===== src/rtl/mag_cmp_pkg.sv =====
package mag_cmp_pkg;

  localparam int unsigned NIB_W = 4;

  // Three-way relation carried between slices.
  typedef struct packed {
    logic gt;
    logic lt;
    logic eq;
  } rel_t;

endpackage


===== src/rtl/mag_cmp_bitcell.sv =====
module mag_cmp_bitcell (
  input  logic a_i,
  input  logic b_i,
  output logic diff_o,
  output logic a_wins_o
);

  assign diff_o   = a_i ^ b_i;
  assign a_wins_o = a_i & ~b_i;

endmodule


===== src/rtl/mag_cmp_slice.sv =====
module mag_cmp_slice
  import mag_cmp_pkg::*;
#(
  parameter int unsigned W = NIB_W
) (
  input  logic [W-1:0] a_i,
  input  logic [W-1:0] b_i,
  input  rel_t         cas_i,
  output rel_t         rel_o
);

  localparam rel_t REL_GT = '{gt: 1'b1, lt: 1'b0, eq: 1'b0};
  localparam rel_t REL_LT = '{gt: 1'b0, lt: 1'b1, eq: 1'b0};

  logic [W-1:0] diff;
  logic [W-1:0] a_wins;

  for (genvar g = 0; g < W; g++) begin : g_bit
    mag_cmp_bitcell u_cell (
      .a_i      (a_i[g]),
      .b_i      (b_i[g]),
      .diff_o   (diff[g]),
      .a_wins_o (a_wins[g])
    );
  end

  // Scan from LSB upward; a higher differing bit overwrites a lower one,
  // so the most significant difference wins. No difference: pass cascade.
  always_comb begin
    rel_o = cas_i;
    for (int i = 0; i < int'(W); i++) begin
      if (diff[i]) rel_o = a_wins[i] ? REL_GT : REL_LT;
    end
  end

endmodule


===== src/rtl/mag_cmp_chain.sv =====
module mag_cmp_chain
  import mag_cmp_pkg::*;
#(
  parameter int unsigned SLICES = 3
) (
  input  logic [NIB_W*SLICES-1:0] a_i,
  input  logic [NIB_W*SLICES-1:0] b_i,
  input  logic                    cas_gt_i,
  input  logic                    cas_lt_i,
  input  logic                    cas_eq_i,
  output logic                    gt_o,
  output logic                    lt_o,
  output logic                    eq_o
);

  localparam int unsigned WORD_W = NIB_W * SLICES;

  rel_t link [SLICES+1];

  assign link[0] = '{gt: cas_gt_i, lt: cas_lt_i, eq: cas_eq_i};

  for (genvar s = 0; s < SLICES; s++) begin : g_slice
    mag_cmp_slice #(.W(NIB_W)) u_slice (
      .a_i   (a_i[s*NIB_W +: NIB_W]),
      .b_i   (b_i[s*NIB_W +: NIB_W]),
      .cas_i (link[s]),
      .rel_o (link[s+1])
    );
  end

  assign gt_o = link[SLICES].gt;
  assign lt_o = link[SLICES].lt;
  assign eq_o = link[SLICES].eq;

  if (WORD_W < NIB_W) begin : g_bad_param
    initial $error("SLICES must be at least 1");
  end

endmodule


===== config.mk =====
export PLATFORM = sky130hd
export DESIGN_NAME = mag_cmp_chain
export DESIGN_NICKNAME = d
export VERILOG_FILES = /design/src/rtl/mag_cmp_pkg.sv /design/src/rtl/mag_cmp_bitcell.sv /design/src/rtl/mag_cmp_slice.sv /design/src/rtl/mag_cmp_chain.sv
export SDC_FILE = /design/constraint.sdc
export NUM_CORES = 1
export LEC_CHECK = 0
export ABC_AREA = 1
export ABC_CLOCK_PERIOD_IN_PS = 1800
export BUFFER_PORTS_ARGS = -buffer_cell sky130_fd_sc_hd__buf_2
export CAP_MARGIN = 40
export CORE_AREA = 2 2 39 41
export DETAILED_ROUTE_END_ITERATION = 8
export DIE_AREA = 0 0 41 43
export GPL_ROUTABILITY_DRIVEN = 1
export PLACE_DENSITY = 0.75
export SLEW_MARGIN = 20
export SYNTH_ARGS = -nofsm -noshare
export SYNTH_HDL_FRONTEND = slang
export SYNTH_HIERARCHICAL = 1
export SYNTH_SLANG_ARGS = --single-unit

===== constraint.sdc =====
create_clock -name vclk -period 1.8
set_clock_uncertainty 0.15 [all_clocks]
set_input_delay 0.09 -clock vclk [all_inputs]
set_output_delay 0.09 -clock vclk [all_outputs]
set_load 0.03 [all_outputs]

* Word level (Yosys, flattened, before mapping) *
Cells that the tools add are included.
W data, S select, Z words.

word-level totals
  input port bits = 27
  word-level logic and storage cells = 60
  bits in registers = 0

operators by class
  multiplexer cells = 24
  bitwise gates (word level) = 36

operators with widths
  kind           number
  $mux W3        24
  $and A1 B1 Y1  12
  $not A1 Y1     12
  $xor A1 B1 Y1  12

* Logic depth before layout (Yosys ltp) *
Gate-level depths: netlist (run 1).

  depth after elaboration = 15
  gate-level depth with buffers = 17
  mapped depth without buffers = 17

* By module *
Netlist (run 1), hierarchy kept.

by module, submodules not included
  module           cells each  sequential area each (µm²)  area an instance (µm²)  instances
  mag_cmp_slice    21          0.0                         86.3                    3
  mag_cmp_bitcell  3           0.0                         20.0                    12

* Least setup slack after synthesis (run 1) *
OpenSTA, ideal clock, no wires.

  path kind = input to output
  from = in b_i[1]
  to = out lt_o
  buffers on the path = 0
  arrival time = 1.581 ns
  stages on the path = 15
  path slack = -0.021 ns
  path through = inv_1 -> ha_1 -> inv_1 -> nand2_1 -> nand2_1 -> nand2_1 -> a21oi_1 -> inv_1 -> nand2_1 -> nand2_1 -> a21oi_1 -> inv_1 -> nand2_1 -> nand2_1 -> a21oi_1

RTL lines
  what                line                 RTL
  start: declaration  mag_cmp_chain.sv:7   input logic [NIB_W*SLICES-1:0] b_i,
  end: declaration    mag_cmp_chain.sv:12  output logic lt_o,

==> impl.org, run 1 <==
** Placed design
- Post-detail-place hpwl :: 878 µm
- Dpl ws :: -76.2 ps
- Post-Place Cell Area :: 673 µm²
- Routability-driven placement finished with a final weighted congestion of 0.722.
- IO buf count :: 30

** Die
- In this run the count of I/O pins placed on the die edge is 30.
- Height of the die :: 43 µm
- Die area :: 1760 µm²
- The floorplan step set the die width to 41 µm.
- The region available for standard cell placement spans 1380 µm².
- The initialized floorplan defines 14 standard-cell rows.
- The initial utilization of the core area, before any placement, comes to 0.361.

** Cells and area
- Number of diodes :: 0
- FF+latch count :: 0
- Total area of multi-input combinational cells :: 412 µm²
- In the final layout, flip-flops and latches occupy 0 µm².
- Count of fill cells added during filler insertion :: 142
- With fillers left out, the area of the finished cells amounts to 773 µm².
- Ratio of cells with drive above 1 in the final layout :: 0.377
- Area overhead of the layout relative to synthesis :: 54.9%
- The layout has 0 clock buffers.
- At the end of the flow, the number of nets in the layout was 171.

** Yosys
- Synthesis instantiated 8 different standard cells from the library.
- Area leader, netlist :: sky130_fd_sc_hd__ha_1
- Warnings from Yosys :: 6
- Summing every instance area after synthesis gives 499 µm².
- The portion of synthesized area spent on multiplexers is 0.
- Sequential element share of the synthesized area :: 0
- Of the total synthesized cell area, the portion taken by XOR and XNOR cells is 0.
- Leading post-synthesis cells by cell area :: sky130_fd_sc_hd__ha_1, sky130_fd_sc_hd__inv_1, sky130_fd_sc_hd__nand2_1, sky130_fd_sc_hd__and3_1, sky130_fd_sc_hd__nor2_2
- In this run the mean area of a mapped cell was 5.04 µm².
- Commonest cells in the netlist :: sky130_fd_sc_hd__inv_1, sky130_fd_sc_hd__nand2_1, sky130_fd_sc_hd__ha_1
- Synth Net Count :: 138
- Post-Synth Simple-Gate Area :: 0.368
- The share of synthesized area in the top cell type comes to 0.301.
- Of the total synthesized cell area, the portion taken by full adders, half adders and majority gates is 0.301.
- Synthesis produced 99 cells.
- After synthesis, the largest family of logic cells by area is simple AND/OR/NAND/NOR gates.
- The complex-gate fraction of the synthesized area is 0.0602.

** Global routing
- Pin count of the biggest net entering global routing :: 4
- Overflow left after global routing :: 0
- The first global-routing pass estimated 1630 µm of wire.
- Aggregate global-route resource usage :: 0.125
- The number of antenna violations at the first check in global routing was 0.
- The via count of the first global-routing pass is 499.

** Route
- Remaining number of nets flagged by the antenna check after routing :: 0
- DRT iter0 DRCs :: 6
- DRT Pass-1 Iters :: 4
- In the routed layout, each cell is associated on average with a via count of 4.21.
- The detailed router placed 615 vias in this run.
- Routed WL per cell :: 7.62 µm
- The routed design has 1110 µm of wire.
- In the routed design, unresolved DRC markers number 0.

** Worst setup path
- For the worst setup path, the data required time is 1560 ps.
- The largest individual stage delay along the critical path comes from the cell sky130_fd_sc_hd__ha_4.
- CP max stage delay :: 260 ps
- Max Fanout on Critical Path :: 3
- The cell that appears most often on the critical path is sky130_fd_sc_hd__nand2_1.
- Sort of element at the start of the critical path :: input pin
- The signal on the critical path passes through buf_6 > inv_4 > ha_4 > inv_4 > inv_2 > nand2_2 > nand2_2 > nand2_1 > a21oi_1 > inv_1 > nand2_1 > nand2_1 > a21oi_1 > inv_1 > nand2_1 > nand2_1 > a21oi_2 > buf_6.
- On the critical path the largest part of the delay comes from buffers and inverters.
- WP buf/inv :: 7
- WS Path Type :: in -> out
- Arrival @ worst endpoint :: 1530 ps
- Kind of end point of the critical path :: primary output
- The critical path runs through a total of 18 cells.

** Power
- Net switching power :: 114 µW
- Leak Pwr :: 0.541 nW
- Pwr Density :: 273 nW/µm²
- Relative contribution of combinational cells to total power :: 1.000
- The share of total power dissipated in sequential elements is 0.
- Worst ir drop on vdd :: 0.000122 V
- Total power consumption of the routed design :: 211 µW
- Pint :: 96.9 µW
- Clock network power share :: 0
- Switching share of power :: 0.541

** Timing
- Share of the clock period used by the worst path after layout :: 0.986
- # setup viols final :: 0
- Across all setup checks in the final design, the least slack found is 25.4 ps.
- The total count of hold-check failures in the final report was 0.
- In this run the tightest slew margin relative to its limit is 0.869.
- Number of slew-limit violations in the final report :: 0
- For the finished layout, the period the worst path requires is 1770 ps.
- Max Clk Rate :: 563 MHz
- Setup tns final :: 0 ps
- At the pin with the least slew margin, the transition time is 195 ps.
- RSZ-0062 raised after global routing :: yes

** Hold path
- Worst hold path class :: in -> out
- Worst hold stages :: 6
- Worst Hold Launch :: a_i[11]
- For hold timing, the worst endpoint is lt_o.

** Job
- Max-cap violations in this run came to 0.

** Status
- Run status :: finished, final reports clean

** Clock network
- Hold buffer count at CTS :: 0
## repair_timing
action                     CTS  global route
buffers inserted             1             0
pin swaps                   12            11
setup endpoints to repair    1             2
resized for setup           20             7
## per-stage QoR
stage                     instances   util  hold slack [ps]
after floorplan                  99      -              389
after CTS                       146  0.545              586
after detailed placement        145  0.486              613
after global routing            146  0.559              626
after global placement          145  0.486              594
final                           146  0.559              583
## metal layers
layer | up-vias | GRT usage | routed length [µm]
met5 | - | 0 | 0
met4 | 0 | 0.0333 | 21
met3 | 2 | 0.00524 | 50
met2 | 17 | 0.247 | 645
met1 | 251 | 0.127 | 396
li1 | 345 | - | -
## cell usage in the layout, fill, tap and decap left out, types with 2 or more instances in the layout
master and count:
sky130_fd_sc_hd__ha_4 2, sky130_fd_sc_hd__inv_2 2, sky130_fd_sc_hd__ha_1 10, sky130_fd_sc_hd__a21oi_1 2, sky130_fd_sc_hd__nand2_2 5, sky130_fd_sc_hd__nor2_2 4, sky130_fd_sc_hd__inv_1 31, sky130_fd_sc_hd__buf_6 7
sky130_fd_sc_hd__nor2_1 2, sky130_fd_sc_hd__and3_1 3, sky130_fd_sc_hd__nand2_1 31, sky130_fd_sc_hd__inv_4 3, sky130_fd_sc_hd__buf_2 24, sky130_fd_sc_hd__o21ai_1 2
## worst max-delay path by stage
stage,from,end,slack (ps)
floorplan,b_i[1],lt_o,130
global placement,a_i[1],lt_o,7
detailed placement,a_i[1],lt_o,-80
CTS,b_i[1],lt_o,-9
global route,b_i[0],gt_o,-90
finish,b_i[1],lt_o,30
## power by group through the flow
stage / registers, mW / logic, mW / clock network [mW]
floorplan: 0 / 0.116 / 0
global placement: 0 / 0.160 / 0
detailed placement: 0 / 0.167 / 0
CTS: 0 / 0.199 / 0
global route: 0 / 0.240 / 0
finish: 0 / 0.211 / 0
## logic make-up after synthesis
family,count (synthesis)
AO/OA/AOI/OAI,6
adder cells (fa/ha/maj),12
buffers and inverters,36
AND/OR/NAND/NOR,45
## layout make-up
type	count	share of cell area
well taps	16	0.0259
multi-input cells	63	0.532
repair buffers	31	0.257
inverters	36	0.184
(Power assumes the default switching activity.)
==> run 2: changes to the inputs <==
--- a/config.mk
+++ b/config.mk
@@ -13,9 +13,8 @@
 export DETAILED_ROUTE_END_ITERATION = 8
 export DIE_AREA = 0 0 41 43
 export GPL_ROUTABILITY_DRIVEN = 1
-export PLACE_DENSITY = 0.75
+export PLACE_DENSITY = 0.77
 export SLEW_MARGIN = 20
 export SYNTH_ARGS = -nofsm -noshare
 export SYNTH_HDL_FRONTEND = slang
-export SYNTH_HIERARCHICAL = 1
 export SYNTH_SLANG_ARGS = --single-unit
==> impl.org, run 2 <==
** Status
- The run finished, with violations left.
- The final reports fail on negative setup slack.

** Timing
- Share of the clock period used by the worst path after layout :: 1.01
- For the pin with the worst max-slew slack, the measured transition is 274 ps.
- Final critical delay including setup and external delays :: 1820 ps
- Derived from the worst setup path, the maximum achievable clock frequency is 548 MHz.
- Worst slew margin :: 0.815
- Setup violations remaining at the end of the flow were counted as 1.
- On the final layout, the worst hold slack is 433 ps.
- RSZ-0062 raised after global routing :: yes
- In the post-route analysis, the smallest setup slack over all paths is -23.8 ps.
- Setup tns final :: -23.8 ps
- Number of slew-limit violations in the final report :: 0
- The total count of hold-check failures in the final report is 0.

** Worst setup path
- CP max stage delay :: 280 ps
- Of all nets on the critical path, the largest fanout is 3.
- Together, buffers and inverters on the worst path number 3.
- Cells along the critical path :: buf_2 > ha_4 > inv_2 > a21oi_2 > o21ai_1 > nand3_2 > nand3_1 > nand3_1 > nand3_1 > nand3_1 > nand2_1 > nand2_1 > nand2_1 > a21oi_2 > buf_6
- Among all stages on the critical path, the largest delay is contributed by sky130_fd_sc_hd__ha_4.
- Arrival @ worst endpoint :: 1580 ps
- Family with the most delay on the worst path :: simple AND/OR/NAND/NOR gates
- Most used cell, CP :: sky130_fd_sc_hd__nand3_1
- The critical path in this run is classified as in -> out.
- Kind of end point of the critical path :: primary output
- For the worst setup path, the data required time is 1560 ps.
- Sort of element at the start of the critical path :: input pin

** Cells and area
- Final standard cell area without fillers :: 825 µm²
- Number of diodes :: 0
- Number of cells in the finished layout apart from fillers :: 144
- Registers take 0 µm².
- At the end of the flow, the number of nets in the layout was 171.
- Commonest non-fill, non-tap cells in the layout :: sky130_fd_sc_hd__nand2_1, sky130_fd_sc_hd__buf_2, sky130_fd_sc_hd__inv_1
- In the final layout, the share of cells above drive strength 1 is 0.438.
- Relative to the synthesized area, the layout overhead comes to 56.9%.
- Measured on the finished design, the core utilization comes to 0.596.
- Clock buffers in the final layout number 0.
- FF+latch count :: 0
- Most common cell after layout, fill and taps aside :: sky130_fd_sc_hd__nand2_1

** Die
- Core outline area :: 1380 µm²
- Height of the die :: 43 µm
- The die covers 1760 µm².
- Number of primary I/O pins :: 30
- The initial utilization of the core area, before any placement, comes to 0.380.
- The floorplan has 14 rows.
- Die span in x :: 41 µm

** Route
- Total vias in the final route :: 642
- The count of nets left with antenna violations once routing finished came out at 0.
- Met3 WL post-DR :: 56 µm
- In this run, the number of DRC markers left after iteration 0 of detailed routing was 5.
- Final wirelength :: 1250 µm
- After detailed routing, no signal wire sits above met4.
- Routed WL per cell :: 8.65 µm
- In the routed layout, each cell is associated on average with a via count of 4.46.
- Detailed routing placed a total of 658 µm of wire on met2.
- The first TritonRoute pass finished after 2 iterations.
- In the routed design, unresolved DRC markers number 0.
- Wire length the detailed router placed on met1 :: 508 µm

** Yosys
- After technology mapping, the gate count stands at 96.
- Yosys cell types :: 17
- Synth Net Count :: 137
- Of the total synthesized cell area, the portion taken by full adders, half adders and majority gates is 0.333.
- sky130_fd_sc_hd__nand2_1 is the most common cell in the netlist.
- Warnings from Yosys :: 0
- A synthesized cell averages 5.47 µm².
- By count the netlist is led by sky130_fd_sc_hd__nand2_1, sky130_fd_sc_hd__inv_1, sky130_fd_sc_hd__ha_1, sky130_fd_sc_hd__nand3_1, sky130_fd_sc_hd__or2_2.
- Sequential element share of the synthesized area :: 0
- Post-synth top area share :: 0.333
- Ranked by total cell area, the synthesized netlist is headed by sky130_fd_sc_hd__ha_1, sky130_fd_sc_hd__nand2_1, sky130_fd_sc_hd__inv_1, sky130_fd_sc_hd__nand3_1, sky130_fd_sc_hd__or2_2.
- Share of the synthesized area in compound gates (AO/OA/AOI/OAI) :: 0.0548
- Of the total synthesized cell area, the portion taken by XOR and XNOR cells is 0.
- Area leader, netlist :: sky130_fd_sc_hd__ha_1
- Largest family of logic cells by synthesized area :: simple AND/OR/NAND/NOR gates
- In this run the cell area of the synthesized design comes to 526 µm².
- Of the total synthesized cell area, the portion taken by AND, OR, NAND and NOR gates is 0.398.
- Of the post-synthesis cell area, the part taken by muxes is 0.

** Power
- Of the total power, registers draw 0.
- In this run the power spent charging and discharging nets is 118 µW.
- Relative contribution of combinational cells to total power :: 1.000
- Total power consumption of the routed design :: 227 µW
- Clock network power share :: 0
- For this design the ratio of total power to cell area is 276 nW/µm².
- The internal portion of the total power is 109 µW.
- IR analysis of the VDD net gives a maximum drop of 0.000128 V.
- Leak Pwr :: 0.524 nW
- Switching share of power :: 0.519

** Placed design
- IO buf count :: 30
- Number of placed instances with taps included :: 143
- Dpl ws :: -46.3 ps
- Summing all placed instances gives a cell area of 713 µm².
- Post-detail-place hpwl :: 975 µm
- The congestion estimate from routability-driven global placement came to 0.707.

** Hold path
- The tightest min-delay check is of the in -> out type.

** Global routing
- Aggregate global-route resource usage :: 0.134
- Number of antenna violations at the first check in global routing :: 0
- The via count of the first global-routing pass is 509.
- The first global-routing pass estimated 1790 µm of wire.
- For this run the aggregate overflow at the end of global routing stands at 0.
- Pin count of the biggest net entering global routing :: 5

** Job
- The tool flagged a number of max-cap violations equal to 0.
-- run 2: repair_timing --
action | in CTS | in global routing
hold buffers | 0 | 0
endpoints found under the setup margin | 2 | 2
setup buffers | 0 | 1
pin swaps | 0 | 11
resized for setup | 5 | 20
-- run 2: metal layers --
metal  GRT usage  up-vias
met4           0        0
li1            -      355
met5           0        -
met1       0.165      268
met2       0.256       17
met3           0        2
-- run 2: power groups by stage --
stage	Sequential, mW	Combinational [mW]	Clock [mW]
2_1_floorplan	0	0.126	0
3_3_place_gp	0	0.177	0
3_5_place_dp	0	0.182	0
4_1_cts	0	0.192	0
5_1_grt	0	0.257	0
6_report	0	0.227	0
-- run 2: path summary, 6_finish.rpt --
check	from	end	slack, ps	depth (start not counted)
worst max-delay path	a_i[1]	lt_o	-20	15
worst min-delay path	cas_eq_i	eq_o	430	4
-- run 2: cell families after synthesis --
logic type	after synthesis
simple gates	47
buf+inv	30
fa+ha+maj	14
compound gates	5
-- run 2: final cells by class --
cell class,instances,area (µm²)
repair buffers,32,200
fillers,138,559
well taps,16,20.0
inverters,30,118
multi-input cells,66,487
-- run 2: worst min-delay path: stages --
cell and delay, ps:
sky130_fd_sc_hd__buf_2 100, sky130_fd_sc_hd__nand4_1 100, sky130_fd_sc_hd__nor4_2 40, sky130_fd_sc_hd__buf_2 170
==> run 3: changes to the inputs <==
--- a/config.mk
+++ b/config.mk
@@ -9,11 +9,14 @@
 export ABC_CLOCK_PERIOD_IN_PS = 1800
 export BUFFER_PORTS_ARGS = -buffer_cell sky130_fd_sc_hd__buf_2
 export CAP_MARGIN = 40
-export CORE_AREA = 2 2 39 41
+export CELL_PAD_IN_SITES_DETAIL_PLACEMENT = 1
+export CELL_PAD_IN_SITES_GLOBAL_PLACEMENT = 2
+export CORE_MARGIN = 2
+export CORE_UTILIZATION = 21
 export DETAILED_ROUTE_END_ITERATION = 8
-export DIE_AREA = 0 0 41 43
 export GPL_ROUTABILITY_DRIVEN = 1
-export PLACE_DENSITY = 0.77
+export MAX_ROUTING_LAYER = met4
+export PLACE_DENSITY = 0.87
 export SLEW_MARGIN = 20
 export SYNTH_ARGS = -nofsm -noshare
 export SYNTH_HDL_FRONTEND = slang
==> impl.org, run 3 (synthesis results as in run 2) <==
** Status
- The flow ran to the end, but the final reports show violations.
- Violated checks :: negative setup slack

** Global routing
- met2 is the most crowded layer.
- Pin count of the biggest net entering global routing :: 5
- Global-route track usage on met2 :: 0.252
- GR met3 Demand/Resource :: 0
- Overflow left after global routing :: 0
- Vias in the first global route :: 710
- Wire length of the first global-routing pass :: 2730 µm
- For met1 alone, demand over resource in global routing was 0.136.
- The number of antenna violations at the first check in global routing came to 0.
- For this run, the total global-route usage over all layers was measured as 0.121.

** Placed design
- The count of buffers added on input and output ports is 30.
- Once placement completed, the tool counted placed cells totaling 161.
- In this run the cell area measured after placement is 761 µm².
- Post-detail-place hpwl :: 1340 µm
- At the placement stage, the worst setup path has a slack of -92.5 ps.
- RD Place Congestion :: 0.730

** Timing
- The worst path in the final design needs a cycle of 1810 ps, including I/O delays and setup.
- Setup violations remaining at the end of the flow were counted as 1.
- Setup repair after global routing could not meet its margin everywhere.
- Max Clk Rate :: 554 MHz
- Final worst-path setup slack :: -6.67 ps
- The total count of hold-check failures in the final report is 0.
- At the pin with the least slew margin, the transition time is 294 ps.
- Number of slew-limit violations in the final report :: 0
- Of the available clock period, the critical path in the final layout requires 1.00.
- Measured against its own limit, the worst slew margin works out to 0.802.

** Route
- The first detailed-routing pass ran for 3 iterations.
- Once detail routing completed, the nets flagged for antenna violations numbered 0.
- Post-detailed-route via-to-cell ratio :: 4.14
- DRT iter0 DRCs :: 1
- For this block, the via count after detailed routing is 667.
- Number of DRC violations after detailed routing :: 0
- Dividing the detail-routed wire length by the instance count gives 9.20 µm.
- After detailed routing, the total wire length is 1480 µm.

** Cells and area
- Leaving out fill and tap cells, the most frequent cells in the layout are sky130_fd_sc_hd__nand2_1, sky130_fd_sc_hd__buf_2, sky130_fd_sc_hd__inv_1.
- Of the cells placed in the final design, the portion with a size suffix greater than 1 is 0.443.
- Area of all sequential standard cells :: 0 µm²
- Nets :: 174
- Number of diodes :: 0
- The finished layout holds 161 standard cells, fillers aside.
- FF+latch count :: 0
- Core Util, Final :: 0.364
- Count of clock buffers in the final design :: 0
- Compared with the post-synthesis result, the final layout area differs by 68.3%.
- The library cell used most frequently in the layout, excluding fill and tap cells, is sky130_fd_sc_hd__nand2_1.
- Final standard cell area without fillers :: 885 µm²

** Clock network
- Hold buffer count at CTS :: 0

** Die
- Measured along the y axis, the die boundary spans 54.0 µm.
- Number of primary I/O pins :: 30
- Die span in x :: 54.0 µm
- The region available for standard cell placement spans 2430 µm².
- Row count :: 18
- The die covers 2920 µm².
- Initial Utilization :: 0.216

** Worst setup path
- WS Path Type :: in -> out
- Kind of end point of the critical path :: primary output
- Of all nets on the critical path, the largest fanout is 3.
- Cells along the critical path :: buf_2 > inv_2 > ha_4 > or2_2 > nand3_1 > nand3_1 > nand3_1 > nand3_1 > nand3_1 > nand2_1 > nand2_1 > nand2_1 > a21oi_2 > buf_6
- Data on the critical path arrives at its endpoint at 1570 ps.
- STA classifies the critical path startpoint as an input pin.
- For the worst setup path, the data required time is 1560 ps.
- Following the worst setup path forward leads to its endpoint at lt_o.
- The slowest stage of the critical path is the sky130_fd_sc_hd__or2_2 cell.
- In this run the worst setup path begins at b_i[1].
- CP max stage delay :: 270 ps
- In this design, the critical path's most frequently occurring cell is sky130_fd_sc_hd__nand3_1.

** Power
- Worst ir drop on vdd :: 0.0000858 V
- Pwr Density :: 275 nW/µm²
- Leak Pwr :: 0.541 nW
- Total power consumption of the routed design :: 244 µW

** Hold path
- Worst hold path class :: in -> out
- Worst hold stages :: 4

** Job
- Across the run, the number of max-cap violations was 0.
## run 3: cell types whose count changed in the layout (fill, tap and decap cells not counted), sizes merged
cell | previous run | this run
buf | 32 | 35
## run 3: power breakdown
group / internal (mW) / switching (mW)
clock: 0 / 0
combinational: 0.119 / 0.124
sequential: 0 / 0
total: 0.119 / 0.124
## run 3: final cells by class
cell class | count | area [µm²]
Multi-Input combinational cell | 66 | 503
Inverter | 30 | 119
Tap cell | 30 | 37.5
Fill cell | 326 | 1550
Timing Repair Buffer | 35 | 225
## run 3: worst max-delay path: cells and delay by family
kind | cells | cell delay (ps)
AO/OA/AOI/OAI | 1 | 140
adder cells (fa/ha/maj) | 1 | 210
buffers and inverters | 3 | 300
AND/OR/NAND/NOR | 9 | 820
## run 3: what timing repair did
action | CTS | global route
buffers inserted | 1 | 0
gates resized for setup | 14 | 15
endpoints found under the hold margin | 0 | 0
pin swaps | 1 | 10
endpoints found under the setup margin | 2 | 3
## run 3: per-layer routing
metal / part of all wire / vias up
met3: 0.042 / 0
met4: 0 / 0
met5: 0 / -
li1: - / 359
met2: 0.53 / 14
met1: 0.42 / 294
## run 3: worst min path at each step
| stage | from | to | slack, ps |
|---|---|---|---|
| after floorplan | cas_eq_i | eq_o | 190 |
| after global placement | cas_eq_i | eq_o | 450 |
| after detailed placement | cas_eq_i | eq_o | 450 |
| after CTS | cas_eq_i | eq_o | 450 |
| after global routing | cas_eq_i | eq_o | 450 |
| final | cas_eq_i | eq_o | 430 |
## run 3: through the flow
| step | TNS [ps] | hold slack (ps) |
|---|---|---|
| 6_report | -6.67 | 427 |
| 5_1_grt | -336 | 450 |
| 4_1_cts | -1.94 | 449 |
| 3_5_place_dp | -173 | 447 |
| 3_3_place_gp | -63.3 | 451 |
| 2_1_floorplan | 0 | 193 |
